[src/rtl/rdiv_pkg.sv]
package rdiv_pkg;
    typedef enum logic {
        ST_IDLE = 1'b0,
        ST_RUN  = 1'b1
    } rdiv_state_e;

    // Returns 1 when the trial difference in bit position msb is negative.
    function automatic logic trial_negative(input logic msb);
        return msb;
    endfunction
endpackage

[src/rtl/rdiv_operand_prep.sv]
module rdiv_operand_prep #(
    parameter int W = 32
) (
    input  logic         signed_mode,
    input  logic [W-1:0] dividend,
    input  logic [W-1:0] divisor,
    output logic [W-1:0] mag_dividend,
    output logic [W-1:0] mag_divisor,
    output logic         neg_quot,
    output logic         neg_rem
);
    logic dvd_neg;
    logic dsr_neg;

    always_comb begin
        dvd_neg      = signed_mode & dividend[W-1];
        dsr_neg      = signed_mode & divisor[W-1];
        mag_dividend = dvd_neg ? (~dividend + W'(1)) : dividend;
        mag_divisor  = dsr_neg ? (~divisor + W'(1)) : divisor;
        neg_quot     = dvd_neg ^ dsr_neg;
        neg_rem      = dvd_neg;
    end
endmodule

[src/rtl/rdiv_step.sv]
module rdiv_step
    import rdiv_pkg::*;
#(
    parameter int W = 32
) (
    input  logic [W:0]   rem_in,
    input  logic [W-1:0] quo_in,
    input  logic [W:0]   dsr,
    output logic [W:0]   rem_out,
    output logic [W-1:0] quo_out
);
    logic [W:0]   shifted_rem;
    logic [W-1:0] shifted_quo;
    logic [W:0]   trial;

    always_comb begin
        // Shift the remainder and quotient left together by one bit.
        shifted_rem = {rem_in[W-1:0], quo_in[W-1]};
        shifted_quo = {quo_in[W-2:0], 1'b0};
        trial       = shifted_rem - dsr;
        if (trial_negative(trial[W])) begin
            // Restore by adding the divisor back; quotient bit stays 0.
            rem_out = trial + dsr;
            quo_out = shifted_quo;
        end else begin
            rem_out = trial;
            quo_out = {shifted_quo[W-1:1], 1'b1};
        end
    end
endmodule

[src/rtl/rdiv_sign_fix.sv]
module rdiv_sign_fix #(
    parameter int W = 32
) (
    input  logic [W-1:0] mag_quot,
    input  logic [W-1:0] mag_rem,
    input  logic         neg_quot,
    input  logic         neg_rem,
    output logic [W-1:0] fix_quot,
    output logic [W-1:0] fix_rem
);
    always_comb begin
        fix_quot = neg_quot ? (~mag_quot + W'(1)) : mag_quot;
        fix_rem  = neg_rem  ? (~mag_rem  + W'(1)) : mag_rem;
    end
endmodule

[src/rtl/restoring_divider.sv]
module restoring_divider
    import rdiv_pkg::*;
#(
    parameter int W = 32
) (
    input  logic         clk,
    input  logic         rst,
    input  logic         start,
    input  logic         signed_mode,
    input  logic [W-1:0] dividend,
    input  logic [W-1:0] divisor,
    output logic [W-1:0] quotient,
    output logic [W-1:0] remainder,
    output logic         div_zero,
    output logic         busy,
    output logic         done
);
    localparam int CW = $clog2(W + 1);

    rdiv_state_e  state_q;
    logic [W:0]   rem_q;
    logic [W-1:0] quo_q;
    logic [W:0]   dsr_q;
    logic [CW-1:0] cnt_q;
    logic         negq_q;
    logic         negr_q;

    logic [W-1:0] mag_dvd;
    logic [W-1:0] mag_dsr;
    logic         negq_in;
    logic         negr_in;
    logic [W:0]   rem_nxt;
    logic [W-1:0] quo_nxt;
    logic [W-1:0] fix_quot;
    logic [W-1:0] fix_rem;

    rdiv_operand_prep #(.W(W)) u_prep (
        .signed_mode (signed_mode),
        .dividend    (dividend),
        .divisor     (divisor),
        .mag_dividend(mag_dvd),
        .mag_divisor (mag_dsr),
        .neg_quot    (negq_in),
        .neg_rem     (negr_in)
    );

    rdiv_step #(.W(W)) u_step (
        .rem_in (rem_q),
        .quo_in (quo_q),
        .dsr    (dsr_q),
        .rem_out(rem_nxt),
        .quo_out(quo_nxt)
    );

    rdiv_sign_fix #(.W(W)) u_fix (
        .mag_quot(quo_nxt),
        .mag_rem (rem_nxt[W-1:0]),
        .neg_quot(negq_q),
        .neg_rem (negr_q),
        .fix_quot(fix_quot),
        .fix_rem (fix_rem)
    );

    assign busy = (state_q == ST_RUN);

    always_ff @(posedge clk) begin
        if (rst) begin
            state_q   <= ST_IDLE;
            rem_q     <= '0;
            quo_q     <= '0;
            dsr_q     <= '0;
            cnt_q     <= '0;
            negq_q    <= 1'b0;
            negr_q    <= 1'b0;
            quotient  <= '0;
            remainder <= '0;
            div_zero  <= 1'b0;
            done      <= 1'b0;
        end else begin
            done <= 1'b0;
            case (state_q)
                ST_IDLE: begin
                    if (start) begin
                        if (divisor == '0) begin
                            quotient  <= '1;
                            remainder <= dividend;
                            div_zero  <= 1'b1;
                            done      <= 1'b1;
                        end else begin
                            rem_q   <= '0;
                            quo_q   <= mag_dvd;
                            dsr_q   <= {1'b0, mag_dsr};
                            cnt_q   <= CW'(W);
                            negq_q  <= negq_in;
                            negr_q  <= negr_in;
                            state_q <= ST_RUN;
                        end
                    end
                end
                ST_RUN: begin
                    rem_q <= rem_nxt;
                    quo_q <= quo_nxt;
                    cnt_q <= cnt_q - CW'(1);
                    if (cnt_q == CW'(1)) begin
                        quotient  <= fix_quot;
                        remainder <= fix_rem;
                        div_zero  <= 1'b0;
                        done      <= 1'b1;
                        state_q   <= ST_IDLE;
                    end
                end
                default: state_q <= ST_IDLE;
            endcase
        end
    end
endmodule

[config.mk]
export PLATFORM = sky130hd
export DESIGN_NAME = restoring_divider
export DESIGN_NICKNAME = d
export VERILOG_FILES = /design/src/rtl/rdiv_pkg.sv /design/src/rtl/rdiv_operand_prep.sv /design/src/rtl/rdiv_step.sv /design/src/rtl/rdiv_sign_fix.sv /design/src/rtl/restoring_divider.sv
export SDC_FILE = /design/constraint.sdc
export NUM_CORES = 1
export LEC_CHECK = 0
export ABC_AREA = 0
export BUFFER_PORTS_ARGS = -buffer_cell sky130_fd_sc_hd__buf_2
export CAP_MARGIN = 20
export CELL_PAD_IN_SITES_DETAIL_PLACEMENT = 1
export CELL_PAD_IN_SITES_GLOBAL_PLACEMENT = 1
export CORE_UTILIZATION = 50
export CTS_CLUSTER_DIAMETER = 200
export DETAILED_ROUTE_END_ITERATION = 6
export GPL_ROUTABILITY_DRIVEN = 0
export PLACE_DENSITY = 0.87
export SLEW_MARGIN = 20
export SYNTH_ARGS = -nofsm -noshare
export SYNTH_HDL_FRONTEND = slang
export SYNTH_HIERARCHICAL = 1
export SYNTH_SLANG_ARGS = --single-unit
[constraint.sdc]
create_clock -name clk -period 10.1 [get_ports clk]
set_clock_uncertainty 0.15 [all_clocks]
set_input_delay 1.01 -clock clk [delete_from_list [all_inputs] [get_ports clk]]
set_output_delay 1.01 -clock clk [all_outputs]
set_load 0.01 [all_outputs]
==> impl_metrics.py, run 1 <==
metrics = {
    "setup_path": {
        "cp_top_family": "compound AO/OA/AOI/OAI gates",
        "crit_path_end_kind": "register",
        "crit_path_start": "quo_q[31]",
        "critical_path.max_fanout": 6,
        "critPathBufInv": 1,
        "worst_r2r_startpoint": "quo_q[31]",
        "crit_path_max_incr_delay_ns": 0.57,
        "data_required_time_of_the_critical_path_ns": 10.26,
        "cpMostUsedCell": "xnor2_1",
        "crit_slowest_cell": "a2111oi_0",
        "setup.worst_path.start_class": "register",
        "critPathArrivalTime_ns": 7.58,
        "timing_worst_setup_path_type": "reg -> reg",
    },
    "layout": {
        "nFillCells": 3422,
        "layout-drive-gt1-share": 0.169,
        "post_route_standard_cell_area_excluding_fillers_um2": 15400,
        "layout.nets": 1895,
        "area_growth_syn_to_fin_pct": 7.85,
        "finalCoreUtilization": 0.550,
        "total_inserted_antenna_cells": 0,
    },
    "clock_tree": {
        "clk_buf_depth": 2,
        "cts.sink_count": 171,
        "total_clock_buffers_created_by_cts": 17,
        "worst_skew_pair_latency_ns": 0.45,
        "postCtsSetupRepairBufs": 0,
        "cts_hold_buffers": 0,
        "clk_transition_reported_paths_ns": 0.07,
        "clockRootBuffer": "clkbuf_16",
        "cts_tree": "done",
        "cts-htree-levels": 4,
        "post_cts_resize_count": 0,
    },
    "placement": {
        "place.port_buffers": 134,
        "hpwl_mm": 36.8,
        "placement.cell_area_um2": 14700,
    },
    "sta": {
        "tightestPinTransition_ns": 1.07,
        "finalSetupTns_ns": 0,
        "rsz0062_at_grt": "false",
        "fmax_ghz": 0.135,
        "count_of_endpoints_failing_setup_in_the_final_report": 0,
        "timing.final.hold_violations": 0,
        "max_slew_margin": 0.283,
        "drv_slew": 0,
        "final_min_period_over_clock_period": 0.735,
        "finalCriticalPeriod_ns": 7.42,
    },
    "routing": {
        "drtPass1Iterations": 5,
        "antenna_violating_nets_post_route": 0,
        "detail_route.drc_violations": 0,
        "detail_route.wl_per_cell_um": 23.2,
        "route.detailed.vias_per_inst": 6.67,
        "routed_wl_mm": 49.7,
        "routed-via-count": 14318,
        "drt-initial-drc-count": 1387,
    },
    "min_path": {
        "min_from": "remainder[8]",
        "min-delay-path-class": "reg -> reg",
    },
    "power_and_ir_drop": {
        "pwr_dens_nw_per_um2": 316,
        "cellLeakagePower_uw": 0.00594,
        "vdd_drop_max_v": 0.000180,
    },
    "floorplan": {
        "initial_core_util": 0.510,
        "design.core.area_um2": 27900,
        "io_pins": 135,
        "rows": 61,
        "die-area_um2": 29200,
        "die_width_um": 171,
        "height_of_the_chip_um": 171,
    },
    "yosys": {
        "synth.yosys.warnings": 6,
        "synth_fp_nets": 1875,
        "synth_area_um2": 14200,
        "netlist_instances": 1735,
        "syn-mean-instance-area_um2": 8.21,
    },
    "grt": {
        "grt_overflow": 0,
        "grt_usage": 0.343,
        "grt_antenna_before_repair": 2,
        "grt_first_pass_wirelength_mm": 78.5,
        "grt_max_degree": 78,
        "via_count_of_the_first_global_routing_pass": 14127,
    },
    "flow_run": {
        "cap_violations": 0,
    },
    "run_status": {
        "outcome": "finished, final reports clean",
    },
}
worst register-to-register path, stage by stage (launching register included):
cell       delay (ns)
dfxtp_1          0.34
inv_1            0.05
ha_1             0.27
fa_1             0.50
nand2b_1         0.22
a21o_1           0.22
a21boi_1         0.25
or2_2            0.20
a21o_1           0.11
a21oi_1          0.08
xnor2_1          0.20
ha_1             0.34
a211oi_1         0.30
nand2_1          0.14
a2111oi_0        0.57
a21oi_1          0.31
o21ai_0          0.43
o21ai_0          0.17
xnor2_1          0.15
mux2_2           0.31
or4_1            0.50
or3_1            0.37
o41ai_2          0.39
xnor2_1          0.16
a221oi_1         0.13
a211oi_1         0.43
layer usage:
metal	wire length (µm)	vias to the layer above	GRT usage
met3	3310	121	0.0652
met2	22900	586	0.554
met4	1960	2	0.149
met5	13	-	0
li1	-	6510	-
met1	21600	7099	0.442
placed cells by master (no fill, tap or decap), drive strengths merged, types with 59 or more instances in the layout:
| cell | instances |
|---|---|
| inv | 106 |
| nand2 | 103 |
| dfxtp | 171 |
| nor2 | 61 |
| o21ai | 62 |
| a21oi | 131 |
| nand3 | 59 |
| xnor2 | 124 |
| ha | 70 |
| buf | 146 |
report_power, final:
group | total (µW) | switching (µW) | internal [µW] | leakage, µW
sequential | 813 | 75.2 | 738 | 0.00140
combinational | 3350 | 2100 | 1260 | 0.00426
clock | 690 | 314 | 376 | 0.000292
total | 4860 | 2490 | 2370 | 0.00594
flip-flops by register name, summed over array words and instances, names as in the netlist:
signal / flops
dsr_q: 32
quo_q: 32
quotient: 32
rem_q: 32
remainder: 32
cnt_q: 6
busy: 1
div_zero: 1
done: 1
negq_q: 1
negr_q: 1
stage by stage:
stage	total power (µW)	worst slack (ns)	hold WS, ns	cells
final	4860	2.68	0.304	2146
after global routing	5110	2.40	0.322	2146
after CTS	4750	2.91	0.309	2146
after detailed placement	4020	3.14	0.299	2114
after global placement	3910	3.50	0.295	2114
after floorplan	3180	4.01	0.283	1735
layout make-up:
type / count / area, µm² / share of cell area
clock buffers: 21 / 482 / 0.0314
flip-flops and latches: 171 / 3430 / 0.223
inverters: 100 / 378 / 0.0246
repair buffers: 146 / 763 / 0.0497
well taps: 378 / 473 / 0.0308
multi-input cells: 1319 / 9720 / 0.632
clock inverters: 11 / 123 / 0.00798
path summary, 6_finish.rpt:
kind	to	slack [ns]	cells after the start
max	remainder[30]	2.68	25
min	remainder[8]	0.30	2
max reg2reg	remainder[30]	2.68	25
min reg2reg	remainder[8]	0.30	2
Power figures use the tool's default switching activity.
==> run 2, diff against run 1 <==
--- a/config.mk
+++ b/config.mk
@@ -5,16 +5,16 @@
 export SDC_FILE = /design/constraint.sdc
 export NUM_CORES = 1
 export LEC_CHECK = 0
-export ABC_AREA = 0
+export ABC_AREA = 1
 export BUFFER_PORTS_ARGS = -buffer_cell sky130_fd_sc_hd__buf_2
 export CAP_MARGIN = 20
 export CELL_PAD_IN_SITES_DETAIL_PLACEMENT = 1
 export CELL_PAD_IN_SITES_GLOBAL_PLACEMENT = 1
-export CORE_UTILIZATION = 50
+export CORE_UTILIZATION = 38
 export CTS_CLUSTER_DIAMETER = 200
 export DETAILED_ROUTE_END_ITERATION = 6
 export GPL_ROUTABILITY_DRIVEN = 0
-export PLACE_DENSITY = 0.87
+export PLACE_DENSITY = 0.77
 export SLEW_MARGIN = 20
 export SYNTH_ARGS = -nofsm -noshare
 export SYNTH_HDL_FRONTEND = slang
==> constraint.sdc (replaced) <==
create_clock -name clk -period 6 [get_ports clk]
set_clock_uncertainty 0.15 [all_clocks]
set_input_delay 0.6 -clock clk [delete_from_list [all_inputs] [get_ports clk]]
set_output_delay 0.6 -clock clk [all_outputs]
set_load 0.01 [all_outputs]
==> run 2 against run 1 <==
- worst hold slack improved by 0.014 ns
- maximum frequency increased by 34%
- via count rose by 42%
- setup slack worse by 2.2 ns
- clock-buffer cell count decreased by 3
- final cell count up 78%
- sequential power is 73% higher
- critical path depth up 6
- critical endpoint is now remainder[24]
- largest cell class unchanged
- largest power group unchanged
==> impl_metrics.py, run 2 <==
metrics = {
    "run_status": {
        "outcome": "finished, final reports clean",
    },
    "min_path": {
        "hold_path_end": "div_zero",
        "min_from": "div_zero",
        "min-delay-path-class": "reg -> reg",
        "worst_hold_path.num_cells": 2,
    },
    "grt": {
        "grt_max_degree": 94,
        "grt_overflow": 0,
        "via_count_of_the_first_global_routing_pass": 20299,
        "grt_antenna_before_repair": 0,
        "grt_first_pass_wirelength_mm": 112,
        "grt_usage": 0.303,
    },
    "sta": {
        "rsz0062_at_grt": "false",
        "max_slew_margin": 0.327,
        "fmax_ghz": 0.180,
        "drv_slew": 0,
        "finalSetupTns_ns": 0,
        "hold-worst-slack_ns": 0.318,
        "final_min_period_over_clock_period": 0.925,
        "timing.final.hold_violations": 0,
        "tightestPinTransition_ns": 1.01,
        "count_of_endpoints_failing_setup_in_the_final_report": 0,
        "finalCriticalPeriod_ns": 5.55,
    },
    "clock_tree": {
        "cts.sink_count": 171,
        "clk_transition_reported_paths_ns": 0.07,
        "clockRootBuffer": "clkbuf_16",
        "clk_buf_depth": 2,
        "cts_tree": "done",
        "worst_skew_pair_latency_ns": 0.47,
        "total_clock_buffers_created_by_cts": 17,
        "cts_hold_buffers": 0,
        "cts-htree-levels": 4,
        "postCtsSetupRepairBufs": 0,
        "post_cts_resize_count": 0,
    },
    "placement": {
        "hpwl_mm": 58.1,
        "placement.cell_area_um2": 18400,
        "place.port_buffers": 134,
    },
    "routing": {
        "detail_route.wl_per_cell_um": 18.9,
        "detail_route.drc_violations": 0,
        "antenna_violating_nets_post_route": 0,
        "route.detailed.vias_per_inst": 5.35,
        "drt-initial-drc-count": 1356,
        "routed-via-count": 20397,
        "routed_wl_mm": 71.9,
        "drtPass1Iterations": 5,
    },
    "setup_path": {
        "cp_top_family": "simple AND/OR/NAND/NOR gates",
        "cpMostUsedCell": "nand2_1",
        "critPathArrivalTime_ns": 5.76,
        "crit_slowest_cell": "fa_1",
        "worst_r2r_startpoint": "quo_q[31]",
        "crit_path_end_kind": "register",
        "data_required_time_of_the_critical_path_ns": 6.21,
        "critPathBufInv": 3,
        "critical_path.max_fanout": 5,
        "crit_path_start": "quo_q[31]",
        "crit_path_max_incr_delay_ns": 0.60,
        "timing_worst_setup_path_type": "reg -> reg",
        "worstRegToRegCells": 31,
        "setup.worst_path.start_class": "register",
        "r2r_end": "remainder[24]",
        "worst-r2r-setup-slack_ns": 0.45,
    },
    "yosys": {
        "synth_fp_nets": 3295,
        "syn-mean-instance-area_um2": 5.55,
        "synth.yosys.warnings": 6,
        "netlist_instances": 3155,
        "synth_area_um2": 17500,
    },
    "floorplan": {
        "die-area_um2": 47000,
        "initial_core_util": 0.386,
        "rows": 78,
        "die_width_um": 217,
        "height_of_the_chip_um": 217,
        "design.core.area_um2": 45400,
        "io_pins": 135,
    },
    "layout": {
        "finalCoreUtilization": 0.417,
        "total_inserted_antenna_cells": 0,
        "layout.cells.most_common_list": "1146 x nand2_1, 437 x nor2_1, 374 x inv_1",
        "nFillCells": 6537,
        "layout.nets": 3341,
        "area_growth_syn_to_fin_pct": 8.11,
        "post_route_standard_cell_area_excluding_fillers_um2": 18900,
        "layout-drive-gt1-share": 0.0934,
        "layout_commonest_cell": "nand2_1",
    },
    "flow_run": {
        "cap_violations": 0,
    },
    "power_and_ir_drop": {
        "totalPowerFinal_uw": 12200,
        "vdd_drop_max_v": 0.000524,
        "pwr_dens_nw_per_um2": 647,
        "cellLeakagePower_uw": 0.0104,
    },
}
[run 2: per-stage QoR]
stage,std cells,worst slack (ns)
after floorplan,3155,1.94
after global placement,3782,0.556
after detailed placement,3782,0.457
after CTS,3813,0.426
after global routing,3813,0.186
final,3813,0.449
[run 2: final cells by class]
type,instances,area [µm²],share of cell area
sequential,171,3430,0.181
multi-input combinational,2455,11800,0.624
clock inverter,13,130,0.00687
tap,600,751,0.0396
inverter,388,1460,0.0770
timing repair buffer,168,926,0.0489
clock buffer,18,429,0.0227
[run 2: layer usage]
| layer | vias to the layer above | global-route usage | wire (µm) |
|---|---|---|---|
| met5 | - | 0 | 0 |
| met4 | 0 | 0.153 | 3560 |
| met3 | 152 | 0.0368 | 3600 |
| met2 | 579 | 0.508 | 33400 |
| met1 | 9827 | 0.382 | 31400 |
| li1 | 9839 | - | - |
[run 2: worst register-to-register path: cells and delay by family, from the launching register on]
family	cells	cell delay, ns
compound gates	3	0.70
xor+xnor	1	0.38
fa+ha+maj	3	1.31
buf+inv	3	0.21
flops	1	0.34
simple gates	21	2.38
[run 2: worst max path at each step]
stage                         end  slack, ns  depth (start not counted)
floorplan           remainder[23]       1.94                         31
global placement    remainder[19]       0.56                         30
detailed placement  remainder[19]       0.46                         31
CTS                 remainder[19]       0.43                         31
global route        remainder[19]       0.19                         31
finish              remainder[24]       0.45                         31
[run 2: where the power goes]
group	internal [µW]	total, µW	switching (µW)	leakage (µW)
registers	1270	1410	142	0.00140
logic	2900	9720	6820	0.00872
clock network	580	1110	532	0.000275
==> run 3, diff against run 2 <==
--- a/config.mk
+++ b/config.mk
@@ -6,7 +6,7 @@
 export NUM_CORES = 1
 export LEC_CHECK = 0
 export ABC_AREA = 1
-export BUFFER_PORTS_ARGS = -buffer_cell sky130_fd_sc_hd__buf_2
+export BUFFER_PORTS_ARGS = -buffer_cell sky130_fd_sc_hd__buf_4
 export CAP_MARGIN = 20
 export CELL_PAD_IN_SITES_DETAIL_PLACEMENT = 1
 export CELL_PAD_IN_SITES_GLOBAL_PLACEMENT = 1
==> constraint.sdc (replaced) <==
create_clock -name clk -period 6 [get_ports clk]
set_clock_uncertainty 0.15 [all_clocks]
set_input_delay 1.2 -clock clk [delete_from_list [all_inputs] [get_ports clk]]
set_output_delay 1.2 -clock clk [all_outputs]
set_load 0.01 [all_outputs]
==> run 3 against run 2 <==
- global-route usage decreased by 0.33 points
- largest power group unchanged
- largest cell class unchanged
- maximum frequency increased by 2.1%
- setup slack better by 0.12 ns
==> impl_metrics.py, run 3 (same netlist as run 2, synthesis figures left out) <==
metrics = {
    "layout": {
        "total_inserted_antenna_cells": 0,
        "layout.cells.most_common_list": "1146 x nand2_1, 437 x nor2_1, 374 x inv_1",
        "area_growth_syn_to_fin_pct": 9.84,
        "layout_commonest_cell": "nand2_1",
        "layout.nets": 3337,
        "layout-drive-gt1-share": 0.0925,
    },
    "floorplan": {
        "height_of_the_chip_um": 217,
        "rows": 78,
        "design.core.area_um2": 45400,
        "die-area_um2": 47000,
        "die_width_um": 217,
        "initial_core_util": 0.386,
        "io_pins": 135,
    },
    "routing": {
        "detail_route.wl_per_cell_um": 18.7,
        "drt-initial-drc-count": 1204,
        "routed-via-count": 20190,
        "routed_wl_mm": 71.2,
        "detail_route.drc_violations": 0,
        "route.detailed.vias_per_inst": 5.30,
        "antenna_violating_nets_post_route": 0,
        "drtPass1Iterations": 5,
    },
    "placement": {
        "dp_slack_ns": 0.411,
        "place.port_buffers": 134,
        "hpwl_mm": 57.4,
    },
    "grt": {
        "grt_antenna_before_repair": 0,
        "via_count_of_the_first_global_routing_pass": 19908,
        "grt_usage": 0.300,
        "grt_first_pass_wirelength_mm": 110,
        "grt_overflow": 0,
        "grt_max_degree": 99,
    },
    "power_and_ir_drop": {
        "switching_share": 0.615,
        "vdd_drop_max_v": 0.000409,
        "seqPwrFrac": 0.116,
        "clock_power_share": 0.089,
        "pwr_dens_nw_per_um2": 640,
        "netSwitchingPower_uw": 7570,
        "cellLeakagePower_uw": 0.0104,
        "internal_power_component_uw": 4740,
        "power_frac_comb": 0.795,
    },
    "sta": {
        "final_min_period_over_clock_period": 0.906,
        "drv_slew": 0,
        "max_slew_margin": 0.259,
        "count_of_endpoints_failing_setup_in_the_final_report": 0,
        "rsz0062_at_grt": "false",
        "setup_ws_ns": 0.565,
        "timing.final.hold_violations": 0,
        "finalCriticalPeriod_ns": 5.44,
        "fmax_ghz": 0.184,
        "tightestPinTransition_ns": 1.11,
        "finalSetupTns_ns": 0,
    },
    "run_status": {
        "outcome": "finished, final reports clean",
    },
    "clock_tree": {
        "clockRootBuffer": "clkbuf_16",
        "cts.sink_count": 171,
        "clk_buf_depth": 2,
        "worst_skew_pair_latency_ns": 0.49,
        "cts-htree-levels": 4,
        "postCtsSetupRepairBufs": 0,
        "clk_transition_reported_paths_ns": 0.07,
        "cts_tree": "done",
        "total_clock_buffers_created_by_cts": 17,
    },
    "setup_path": {
        "setup.worst_path.start_class": "register",
        "critPathArrivalTime_ns": 5.65,
        "crit_path_end_kind": "register",
        "crit_slowest_cell": "o21ai_1",
        "data_required_time_of_the_critical_path_ns": 6.22,
        "crit_path_max_incr_delay_ns": 0.59,
        "critical_path.max_fanout": 5,
        "timing_worst_setup_path_type": "reg -> reg",
        "cpMostUsedCell": "nand2_1",
    },
    "flow_run": {
        "cap_violations": 0,
    },
    "min_path": {
        "min-delay-path-class": "reg -> reg",
    },
}
run 3: changes by cell type in the layout (fill, tap and decap cells not counted), sizes merged:
cell      delta
clkinvlp     +1
clkinv       +1
bufinv       -1
inv          -2
clkbuf       +2
buf          -4
run 3: final timing paths:
kind / slack (ns) / cells after the start / from / end
max: 0.56 / 31 / quo_q[31] / remainder[19]
min: 0.32 / 2 / div_zero / div_zero
max reg2reg: 0.56 / 31 / quo_q[31] / remainder[19]
min reg2reg: 0.32 / 2 / div_zero / div_zero
run 3: worst max-delay path: cells and delay by family (launching register included):
kind                       cells  cell delay [ns]
DFF                            1             0.33
buffers and inverters          4             0.26
xor gates and xnor gates       2             0.42
adders and majority gates      3             1.17
AOI/OAI and AO/OA              4             1.03
and+or+nand+nor               18             1.93
run 3: cell type report:
| class | count | area (µm²) |
|---|---|---|
| inverters | 388 | 1460 |
| clock buffers | 20 | 447 |
| multi-input cells | 2455 | 11800 |
| repair buffers | 164 | 1230 |
| well taps | 600 | 751 |
| clock inverters | 12 | 108 |
| fillers | 6474 | 26100 |
| flip-flops and latches | 171 | 3430 |
run 3: power by group through the flow:
stage | registers, µW | logic [µW] | clock network, µW
3_3_place_gp | 1440 | 9240 | 0
5_1_grt | 1430 | 10700 | 1160
2_1_floorplan | 1360 | 6510 | 0
4_1_cts | 1420 | 9570 | 1130
6_report | 1420 | 9790 | 1100
3_5_place_dp | 1440 | 9520 | 0
run 3: per-layer routing:
metal,share of wire,track usage,vias up
met5,0,0,-
met4,0.047,0.147,0
met3,0.039,0.0320,136
met2,0.46,0.501,494
met1,0.45,0.384,9729
li1,-,-,9831
run 3: repair_timing:
item | CTS | global route
hold buffers | 0 | 0
setup endpoints to repair | 0 | 17
resized for setup | 0 | 3
run 3: metrics by stage:
| step | cells | area, µm² | total power (µW) | hold slack (ns) | util |
|---|---|---|---|---|---|
| 2_1_floorplan | 3155 | 17500 | 7870 | 0.306 | - |
| 3_3_place_gp | 3778 | 18700 | 10700 | 0.305 | 0.412 |
| 3_5_place_dp | 3778 | 18700 | 11000 | 0.312 | 0.412 |
| 4_1_cts | 3810 | 19200 | 12100 | 0.322 | 0.424 |
| 5_1_grt | 3810 | 19200 | 13300 | 0.364 | 0.424 |
| 6_report | 3810 | 19200 | 12300 | 0.321 | 0.424 |
